**src/rtl/ups_pkg.sv**
```systemverilog
package ups_pkg;

    typedef enum logic {
        MODE_FILTER = 1'b0,
        MODE_PASS   = 1'b1
    } ups_mode_e;

endpackage

```
**src/rtl/ups_hold.sv**
```systemverilog
module ups_hold
    import ups_pkg::*;
#(
    parameter int W = 16,
    parameter int L = 8
) (
    input  logic         clk,
    input  logic         rst_n,
    input  ups_mode_e    mode,
    input  logic         in_valid,
    input  logic [W-1:0] in_data,
    input  logic         strobe,
    output logic         ready,
    output logic         take,
    output logic         step,
    output logic [W-1:0] held
);
    localparam int CW = $clog2(L + 1);

    typedef struct packed {
        logic [CW-1:0] cnt;
        logic [W-1:0]  x;
    } hold_t;

    hold_t st_d, st_q;

    always_comb begin
        st_d  = st_q;
        ready = (mode == MODE_PASS) || (st_q.cnt == '0);
        take  = in_valid && ready;
        step  = (mode == MODE_FILTER) && strobe && (st_q.cnt != '0);
        if (take) begin
            st_d.x = in_data;
        end
        if (mode == MODE_PASS) begin
            st_d.cnt = '0;
        end else if (take) begin
            st_d.cnt = CW'(L);
        end else if (step) begin
            st_d.cnt = st_q.cnt - CW'(1);
        end
        held = st_q.x;
    end

    always_ff @(posedge clk) begin
        if (!rst_n) begin
            st_q <= '0;
        end else begin
            st_q <= st_d;
        end
    end

endmodule

```
**src/rtl/ups_iir.sv**
```systemverilog
module ups_iir #(
    parameter int W = 16,
    parameter int K = 3
) (
    input  logic         clk,
    input  logic         rst_n,
    input  logic         load,
    input  logic [W-1:0] load_x,
    input  logic         step,
    input  logic [W-1:0] x,
    output logic [W-1:0] y_next
);
    localparam int AW = W + K + 2;
    localparam logic signed [AW-1:0] MAXV = {{(AW-W+1){1'b0}}, {(W-1){1'b1}}};
    localparam logic signed [AW-1:0] MINV = {{(AW-W+1){1'b1}}, {(W-1){1'b0}}};
    localparam logic signed [AW-1:0] HALF = AW'(1) <<< (K - 1);

    typedef struct packed {
        logic signed [AW-1:0] acc;
    } iir_t;

    iir_t st_d, st_q;

    logic signed [AW-1:0] x_ext;
    logic signed [AW-1:0] ld_ext;
    logic signed [AW-1:0] diff;
    logic signed [AW-1:0] rnd;

    always_comb begin
        st_d   = st_q;
        x_ext  = $signed({{(AW-W){x[W-1]}}, x}) <<< K;
        ld_ext = $signed({{(AW-W){load_x[W-1]}}, load_x}) <<< K;
        diff   = x_ext - st_q.acc;
        if (load) begin
            st_d.acc = ld_ext;
        end else if (step) begin
            st_d.acc = st_q.acc + (diff >>> K);
        end
        rnd = (st_d.acc + HALF) >>> K;
        if (rnd > MAXV) begin
            y_next = MAXV[W-1:0];
        end else if (rnd < MINV) begin
            y_next = MINV[W-1:0];
        end else begin
            y_next = rnd[W-1:0];
        end
    end

    always_ff @(posedge clk) begin
        if (!rst_n) begin
            st_q <= '0;
        end else begin
            st_q <= st_d;
        end
    end

endmodule

```
**src/rtl/ups_iir_interp.sv**
```systemverilog
module ups_iir_interp
    import ups_pkg::*;
#(
    parameter int W = 16,
    parameter int L = 8,
    parameter int K = 3
) (
    input  logic         clk,
    input  logic         rst_n,
    input  logic         bypass,
    input  logic         in_valid,
    output logic         in_ready,
    input  logic [W-1:0] in_data,
    input  logic         out_strobe,
    output logic         out_valid,
    output logic [W-1:0] out_data
);
    typedef struct packed {
        logic         vld;
        logic [W-1:0] dat;
    } out_t;

    ups_mode_e    mode;
    logic         take;
    logic         step;
    logic [W-1:0] held;
    logic [W-1:0] y_next;
    out_t         o_d, o_q;

    assign mode = bypass ? MODE_PASS : MODE_FILTER;

    ups_hold #(.W(W), .L(L)) u_hold (
        .clk      (clk),
        .rst_n    (rst_n),
        .mode     (mode),
        .in_valid (in_valid),
        .in_data  (in_data),
        .strobe   (out_strobe),
        .ready    (in_ready),
        .take     (take),
        .step     (step),
        .held     (held)
    );

    ups_iir #(.W(W), .K(K)) u_iir (
        .clk    (clk),
        .rst_n  (rst_n),
        .load   (take && (mode == MODE_PASS)),
        .load_x (in_data),
        .step   (step),
        .x      (held),
        .y_next (y_next)
    );

    always_comb begin
        o_d     = o_q;
        o_d.vld = 1'b0;
        if (mode == MODE_PASS) begin
            if (take) begin
                o_d.vld = 1'b1;
                o_d.dat = in_data;
            end
        end else if (step) begin
            o_d.vld = 1'b1;
            o_d.dat = y_next;
        end
    end

    always_ff @(posedge clk) begin
        if (!rst_n) begin
            o_q <= '0;
        end else begin
            o_q <= o_d;
        end
    end

    assign out_valid = o_q.vld;
    assign out_data  = o_q.dat;

endmodule

```
**config.mk**
```make
export PLATFORM = sky130hd
export DESIGN_NAME = ups_iir_interp
export DESIGN_NICKNAME = d
export VERILOG_FILES = /design/src/rtl/ups_pkg.sv /design/src/rtl/ups_hold.sv /design/src/rtl/ups_iir.sv /design/src/rtl/ups_iir_interp.sv
export SDC_FILE = /design/constraint.sdc
export NUM_CORES = 1
export LEC_CHECK = 0
export BUFFER_PORTS_ARGS = -buffer_cell sky130_fd_sc_hd__clkbuf_2
export CORE_MARGIN = 2
export CORE_UTILIZATION = 50
export DETAILED_ROUTE_END_ITERATION = 6
export GPL_TIMING_DRIVEN = 0
export PLACE_DENSITY = 0.78
export SETUP_SLACK_MARGIN = 0.2
export SLEW_MARGIN = 20
export SYNTH_ARGS = -nofsm -noshare
export SYNTH_HDL_FRONTEND = slang
export SYNTH_SLANG_ARGS = --single-unit
```
**constraint.sdc**
```tcl
create_clock -name clk -period 17.2 [get_ports clk]
set_clock_uncertainty 0.05 [all_clocks]
set_input_delay 0.86 -clock clk [delete_from_list [all_inputs] [get_ports clk]]
set_output_delay 0.86 -clock clk [all_outputs]
set_load 0.02 [all_outputs]
```
==> results of run 1 <==
==> registers in the layout, summed over array words and instances, names as in the netlist <==
| signal | count |
|---|---|
| out_valid | 1 |
| u_iir.st_q | 21 |
| u_hold.held | 16 |
| u_hold.st_q | 4 |
| out_data | 16 |
==> final cells by class <==
class	instances	share of cell area, %
buffer	29	2.61
clock buffer	10	2.61
clock inverter	5	0.593
inverter	24	1.71
multi-input combinational	506	63.8
sequential	58	22.0
tap	129	3.06
timing repair buffer	38	3.60
==> cells by family after synthesis <==
group	count (synthesis)	share of synthesized area, %
flip-flops	58	24.4
multiplexers	4	0.868
AND/OR/NAND/NOR	237	24.0
adder cells (fa/ha/maj)	43	11.5
XOR/XNOR	38	7.15
buffers and inverters	53	4.79
AO/OA/AOI/OAI	184	27.3
==> metrics by stage <==
stage	utilization, %	cell area (um2)	total power, W	hold WS [ps]	std cells
2_1_floorplan	-	4760	0.000320	391	617
3_3_place_gp	55.3	5110	0.000367	399	784
3_5_place_dp	55.3	5110	0.000373	405	784
4_1_cts	57.1	5280	0.000487	415	799
5_1_grt	57.1	5280	0.000524	434	799
6_report	57.1	5280	0.000493	413	799
==> report_power, final <==
group | total [W] | internal [W] | switching, W | leakage (nW)
Sequential | 0.000150 | 0.000143 | 0.00000693 | 0.476
Clock | 0.000114 | 0.0000548 | 0.0000590 | 0.0879
Combinational | 0.000230 | 0.0000864 | 0.000143 | 1.62
==> worst register-to-register path, delay by kind of cell, from the launching register on <==
kind                       cells  cell delay [ps]
adders and majority gates      2              660
buffers and inverters          2              270
and+or+nand+nor                9             1920
DFF                            1              400
xor gates and xnor gates       2              320
AOI/OAI and AO/OA              9             2710
==> worst min-delay path by stage <==
stage                                from               to  slack, ps  depth (start not counted)
after floorplan            u_hold.held[0]   u_hold.held[0]        390                          2
after global placement     u_hold.held[5]   u_hold.held[5]        400                          2
after detailed placement  u_hold.held[11]  u_hold.held[11]        400                          2
after CTS                 u_hold.held[11]  u_hold.held[11]        410                          2
after global routing      u_hold.held[11]  u_hold.held[11]        430                          2
final                     u_hold.held[11]  u_hold.held[11]        410                          2
==> cell usage in the layout, fill, tap and decap left out, drive strengths merged, types with 21 or more instances in the layout <==
master / Yosys / routed
dfxtp: 58 / 58
xnor2: 23 / 23
nor3: 21 / 21
clkbuf: 18 / 66
nand2: 87 / 87
ha: 42 / 42
a21oi: 56 / 56
nor2: 61 / 61
inv: 23 / 23
o21ai: 25 / 25
==> layer usage <==
layer	wire length (um)	vias up
met5	0	-
met4	730	0
met3	1410	53
met2	6260	280
met1	6330	2284
li1	-	2352
==> results by group, run 1 <==
Outcome
  • Status: completed

Setup path
  • Top delay family on crit path: compound AO/OA/AOI/OAI gates
  • Worst Setup Path Type: reg2reg
  • Worst path depth: 24
  • CP Data Arrival Time: 6620 ps
  • Worst reg2reg path depth: 24
  • CP cell instances: inv_1 > ha_1 > or4b_4 > a2111oi_2 > o21ai_1 > nand2_1 > and3_1 > nand2b_1 > and2_1 > o21a_1 > o21a_1 > nor2_1 > xnor2_1 > ha_1 > a21o_1 > a2111oi_0 > nor3_1 > a311oi_1 > o2111a_1 > nand3_2 > xnor2_2 > nor4_4 > buf_6 > a221o_1
  • Worst EP required: 17440 ps
  • Crit path buffers/inverters: 2
  • Setup slack, reg-to-reg: 10820 ps
  • CP endpoint: out_data[9]
  • FF-to-FF End: out_data[9]
  • R2r startpoint: u_iir.st_q[3]
  • CP startpoint: u_iir.st_q[3]
  • Worst Setup End Kind: flop
  • Crit-path max cell delay: 580 ps
  • CP Max Fanout: 10
  • Critical path launch point type: flop
  • Slowest cell on crit path: a2111oi_0

Placement
  • RePlAce Congestion: 0.949
  • Port bufs: 38
  • Post-DP HPWL: 11.4 mm
  • Place WS: 10910 ps

CTS
  • CTS HTree Levels: 3
  • # hold bufs at CTS: 0
  • Clock buffer depth: 2
  • CTS Root Buffer Type: clkbuf_8
  • Clock sink count: 58
  • Setup Buffers After CTS: 0
  • Clk slew on worst S/H paths: 70 ps
  • Worst-Skew Late Latency: 350 ps
  • CTS tree: built
  • Number of gates resized after cts: 0
  • Clock buffer count from CTS: 9

GRT
  • Met1 usage: 40.8%
  • Grt met2 use: 44.2%
  • Vias in the first global route: 4625
  • Largest net degree at the start of global routing: 11
  • Congestion Overflow GR: 0
  • Initial antenna violation count: 0
  • Overall Global Routing Usage: 29.8%
  • GRT busiest layer: met2
  • First-pass GRT wire length: 23.6 mm
  • GR Layer Usage met3: 6.07%

Power and ir drop
  • Leak: 2.18 nW
  • Power density cells: 93.4 mW/mm2
  • Peak supply drop: 0.0665 mV

STA
  • Setup tns final: 0 ps
  • Tcrit/Tclk final: 37.1%
  • Minimum clock period: 6380 ps
  • Hold Fails Final Rpt: 0
  • Setup ws final: 10820 ps
  • Max Slew Vio Count: 0
  • Unrepaired setup endpoints after global routing: false
  • Slew Limit Headroom: 50.5%
  • Final setup viols: 0
  • FMAX: 157 MHz
  • Measured slew at the worst slew-check pin: 743 ps

Final layout
  • Total area of sequential cells: 0.00116 mm2
  • Ant diodes: 0
  • Layout area overhead: 10.9%
  • Nets@finish: 730
  • Multi-input logic area: 0.00337 mm2
  • Share of layout cells above drive strength 1: 12.4%
  • Fillers: 846

Detailed routing
  • Final ANT Viol Nets: 0
  • Wire per inst: 18.4 um
  • First drt pass iteration count: 6
  • DRT iter0 DRCs: 462
  • Routed wire length: 14.7 mm
  • Vias: 4969
  • Vias per cell: 6.22
  • Remaining DRCs: 0

Synthesis
  • Most used DFF post-synth: dfxtp_1
  • Yosys cell types: 71
  • Top cells by area, synth: dfxtp_1 24%, ha_1 11%, nand2_1 6.9%, a21oi_1 5.8%, nor2_1 4.6%
  • EDFF count, synth: 0
  • Ys Warns: 0
  • Post-synthesis net count: 681
  • Sequential fraction of the synthesis area: 24.4%
  • Synth Area per Inst: 7.71 um2
  • FF+latch count, synth: 58
  • Most numerous cell in the Yosys netlist: nand2_1
  • Share of the synthesized area in the top cell type: 24.4%
  • Synthesized netlist cell count: 617
  • Most frequent cells after synthesis: 87 x nand2_1, 58 x dfxtp_1, 58 x nor2_1, 55 x a21oi_1, 42 x ha_1
  • Leading area contributor after synthesis: dfxtp_1
  • Synth async-reset ratio: 0%
  • Mapped cell area: 0.00476 mm2

Job
  • Max_cap viols: 0

Floorplan
  • Row cnt: 35
  • Initial core utilization: 51.5%
  • Boundary Pins: 39
  • DIE AREA: 0.0103 mm2
  • Die span in x: 102 um
  • Die height: 102 um
  • Core Area: 0.00924 mm2

Hold path
  • Type of the tightest min-delay check: reg2reg
(Power assumes the default switching activity.)
==> inputs of run 2 (changes only) <==
- PLACE_DENSITY: 0.78 -> 0.8
- clock period: 17.2 -> 5.2 ns (I/O delays scaled with it)
==> run 2 against run 1 <==
Compared with the run above: non-clock buffer count grew 36; die area is the same; design area grew 12%; the flow now finishes with violations (setup timing); first-iteration DRC count grew 21%; hold slack lost 310 ps; final cell count grew 4.6%; utilization grew 7.1 points; register-to-register slack lost 11000 ps; power grew to 3.9 times the previous value.
==> results by group, run 2 (same netlist as run 1, synthesis figures left out) <==
Outcome
  • Status: finished, violations left
  • Failing checks: setup timing

Power and ir drop
  • Clock power share: 23.4% (+0.3 points)
  • Power density cells: 323 mW/mm2 (+250%)
  • Peak supply drop: 0.179 mV (+170%)
  • Combinational Power Share: 50.9% (+4.3 points)
  • Internal Dissipation: 0.00112 W (+300%)
  • P_sw: 0.000790 W (+280%)
  • Leak: 2.42 nW (+11%)
  • Sw Ratio: 41.3% (-1.2 points)
  • Seq pwr share: 25.8% (-4.5 points)

Setup path
  • Setup slack, reg-to-reg: -540 ps (-11360 ps)
  • Critical path launch point type: flop
  • CP Data Arrival Time: 5930 ps (-690 ps)
  • FF-to-FF End: out_data[0]
  • Worst EP required: 5390 ps (-12050 ps)
  • CP Max Fanout: 5 (-5)
  • Worst Setup End Kind: flop
  • R2r startpoint: u_iir.st_q[3]
  • Worst Setup Path Type: reg2reg
  • Worst reg2reg path depth: 25 (+4.2%)

Final layout
  • Commonest cells after routing, fill and taps aside: 85 x nand2_1, 57 x dfxtp_1, 56 x nor2_1
  • Top reg by flops: u_iir.st_q
  • Layout area overhead: 24.8%
  • Max reg flops: 21 (unchanged)
  • Final instance area: 0.00594 mm2 (+12%)
  • Share of layout cells above drive strength 1: 23.8% (+11 points)
  • Nets@finish: 766 (+4.9%)
  • Most common cell after layout, fill and taps aside: nand2_1
  • Ant diodes: 0 (unchanged)

Floorplan
  • Boundary Pins: 39 (unchanged)
  • DIE AREA: 0.0103 mm2 (unchanged)
  • Row cnt: 35 (unchanged)
  • Initial core utilization: 51.5% (unchanged)
  • Core Area: 0.00924 mm2 (unchanged)
  • Die height: 102 um (unchanged)
  • Die span in x: 102 um (unchanged)

Hold path
  • Type of the tightest min-delay check: in2reg
  • Hold Path Cell Cnt: 3 (+1)
  • Worst hold start: in_data[0]
  • Worst Hold End: u_hold.held[0]

STA
  • Tcrit/Tclk final: 110% (+73 points)
  • Hold Fails Final Rpt: 0 (unchanged)
  • Minimum clock period: 5740 ps (-637 ps)
  • Measured slew at the worst slew-check pin: 745 ps (+2.48 ps)
  • Slew Limit Headroom: 50.3% (-0.17 points)
  • Final setup viols: 16 (+16)
  • Setup ws final: -541 ps (-11360 ps)
  • Max Slew Vio Count: 0 (unchanged)
  • Setup tns final: -7290 ps (-7290 ps)
  • Unrepaired setup endpoints after global routing: true
  • FMAX: 174 MHz (+11%)

GRT
  • Overall Global Routing Usage: 30.3% (+0.48 points)
  • Largest net degree at the start of global routing: 12 (+1)
  • Congestion Overflow GR: 0 (unchanged)
  • First-pass GRT wire length: 24.4 mm (+3.3%)
  • Initial antenna violation count: 0 (unchanged)
  • Vias in the first global route: 4849 (+4.8%)

Detailed routing
  • DRT iter0 DRCs: 561 (+21%)
  • Routed wire length: 15.9 mm (+7.6%)
  • Vias per cell: 6.29 (+1.1%)
  • Remaining DRCs: 0 (unchanged)
  • Vias: 5255 (+5.8%)
  • Final ANT Viol Nets: 0 (unchanged)
  • First drt pass iteration count: 6 (unchanged)
  • Wire per inst: 19.0 um (+2.8%)

CTS
  • CTS HTree Levels: 3 (unchanged)
  • Clock buffer count from CTS: 9 (unchanged)
  • Clk slew on worst S/H paths: 70 ps (about the same)
  • CTS tree: built
  • Worst-Skew Late Latency: 350 ps (about the same)
  • # hold bufs at CTS: 0 (unchanged)
  • Clock sink count: 58 (unchanged)
  • Clock buffer depth: 2 (unchanged)
  • CTS Root Buffer Type: clkbuf_8

Placement
  • Placed cell area: 0.00527 mm2 (+3.2%)
  • Post-DP HPWL: 11.0 mm (-3.4%)
  • Port bufs: 38 (unchanged)
  • RePlAce Congestion: 0.946 (-0.35%)

Job
  • Max_cap viols: 0 (unchanged)
[run 2: cell types whose count changed in the layout (fill, tap and decap cells not counted), moves of 4 or more]
cell     previous run  this run
o21ai_1             3         7
o21ai_0            22        16
nor3_1             21        17
a21oi_2             1         7
a21oi_1            55        46
buf_4               0        35
ha_1               42        37
nor3_2              0         4
[run 2: what timing repair did]
| action | in CTS | in global routing |
|---|---|---|
| pin swaps | 31 | 35 |
| gates cloned | 1 | 0 |
| endpoints found under the setup margin | 16 | 16 |
| gates resized for setup | 22 | 30 |
| buffers inserted | 24 | 11 |
[run 2: through the flow]
| stage | hold slack, ps | setup slack, ps | total power, W | util [%] | instances |
|---|---|---|---|---|---|
| floorplan | 288 | 61.7 | 0.00111 | - | 617 |
| global placement | 397 | -496 | 0.00126 | 57.0 | 784 |
| detailed placement | 407 | -645 | 0.00127 | 57.0 | 784 |
| CTS | 97.0 | -317 | 0.00181 | 62.3 | 825 |
| global route | 102 | -760 | 0.00201 | 64.2 | 836 |
| finish | 100 | -541 | 0.00191 | 64.2 | 836 |
[run 2: cell type report]
class	instances	area [um2]
clock buffer	11	141
buffer	29	153
clock inverter	5	62.6
inverter	24	90.1
timing repair buffer	74	464
multi-input combinational	506	3700
tap	129	161
sequential	58	1160
fill	734	3300
[run 2: layer usage]
metal  wire (um)  GRT usage (%)  up-vias
li1            -              -     2428
met1        6350           40.0     2408
met5           0              0        -
met3        1730           5.24       66
met2        7170           48.0      353
met4         606           14.2        0
[run 2: power groups by stage]
stage	Combinational (W)	Clock [W]	Sequential, W
after floorplan	0.000603	0	0.000506
after global placement	0.000755	0	0.000501
after detailed placement	0.000771	0	0.000502
after CTS	0.000870	0.000447	0.000492
after global routing	0.00105	0.000467	0.000495
final	0.000974	0.000447	0.000493
[run 2: critical path: stages, from the launching register on]
cell and delay (ps):
dfxtp_2 330, inv_2 40, ha_4 260, or4b_4 510, a2111oi_4 480, o21ai_2 140, nand2_2 110, and3_4 170
nand2b_4 120, and2_4 150, o21a_1 150, o21a_1 190, nor2_1 70, ha_1 370, nand2_1 100, o21a_2 250
a31o_2 230, a31oi_4 200, xor2_2 200, o211ai_1 160, and3_1 220, mux2_4 260, a22oi_2 220, a21oi_4 120
buf_4 160, a221o_1 350
[run 2: worst max-delay path by stage]
stage                   from      endpoint  slack, ps  cells after the start
2_1_floorplan  u_iir.st_q[3]  out_data[13]         60                     24
3_3_place_gp   u_iir.st_q[3]   out_data[9]       -500                     25
3_5_place_dp   u_iir.st_q[3]   out_data[7]       -650                     23
4_1_cts        u_iir.st_q[3]   out_data[7]       -320                     22
5_1_grt        u_iir.st_q[3]   out_data[7]       -760                     25
6_report       u_iir.st_q[3]   out_data[0]       -540                     25
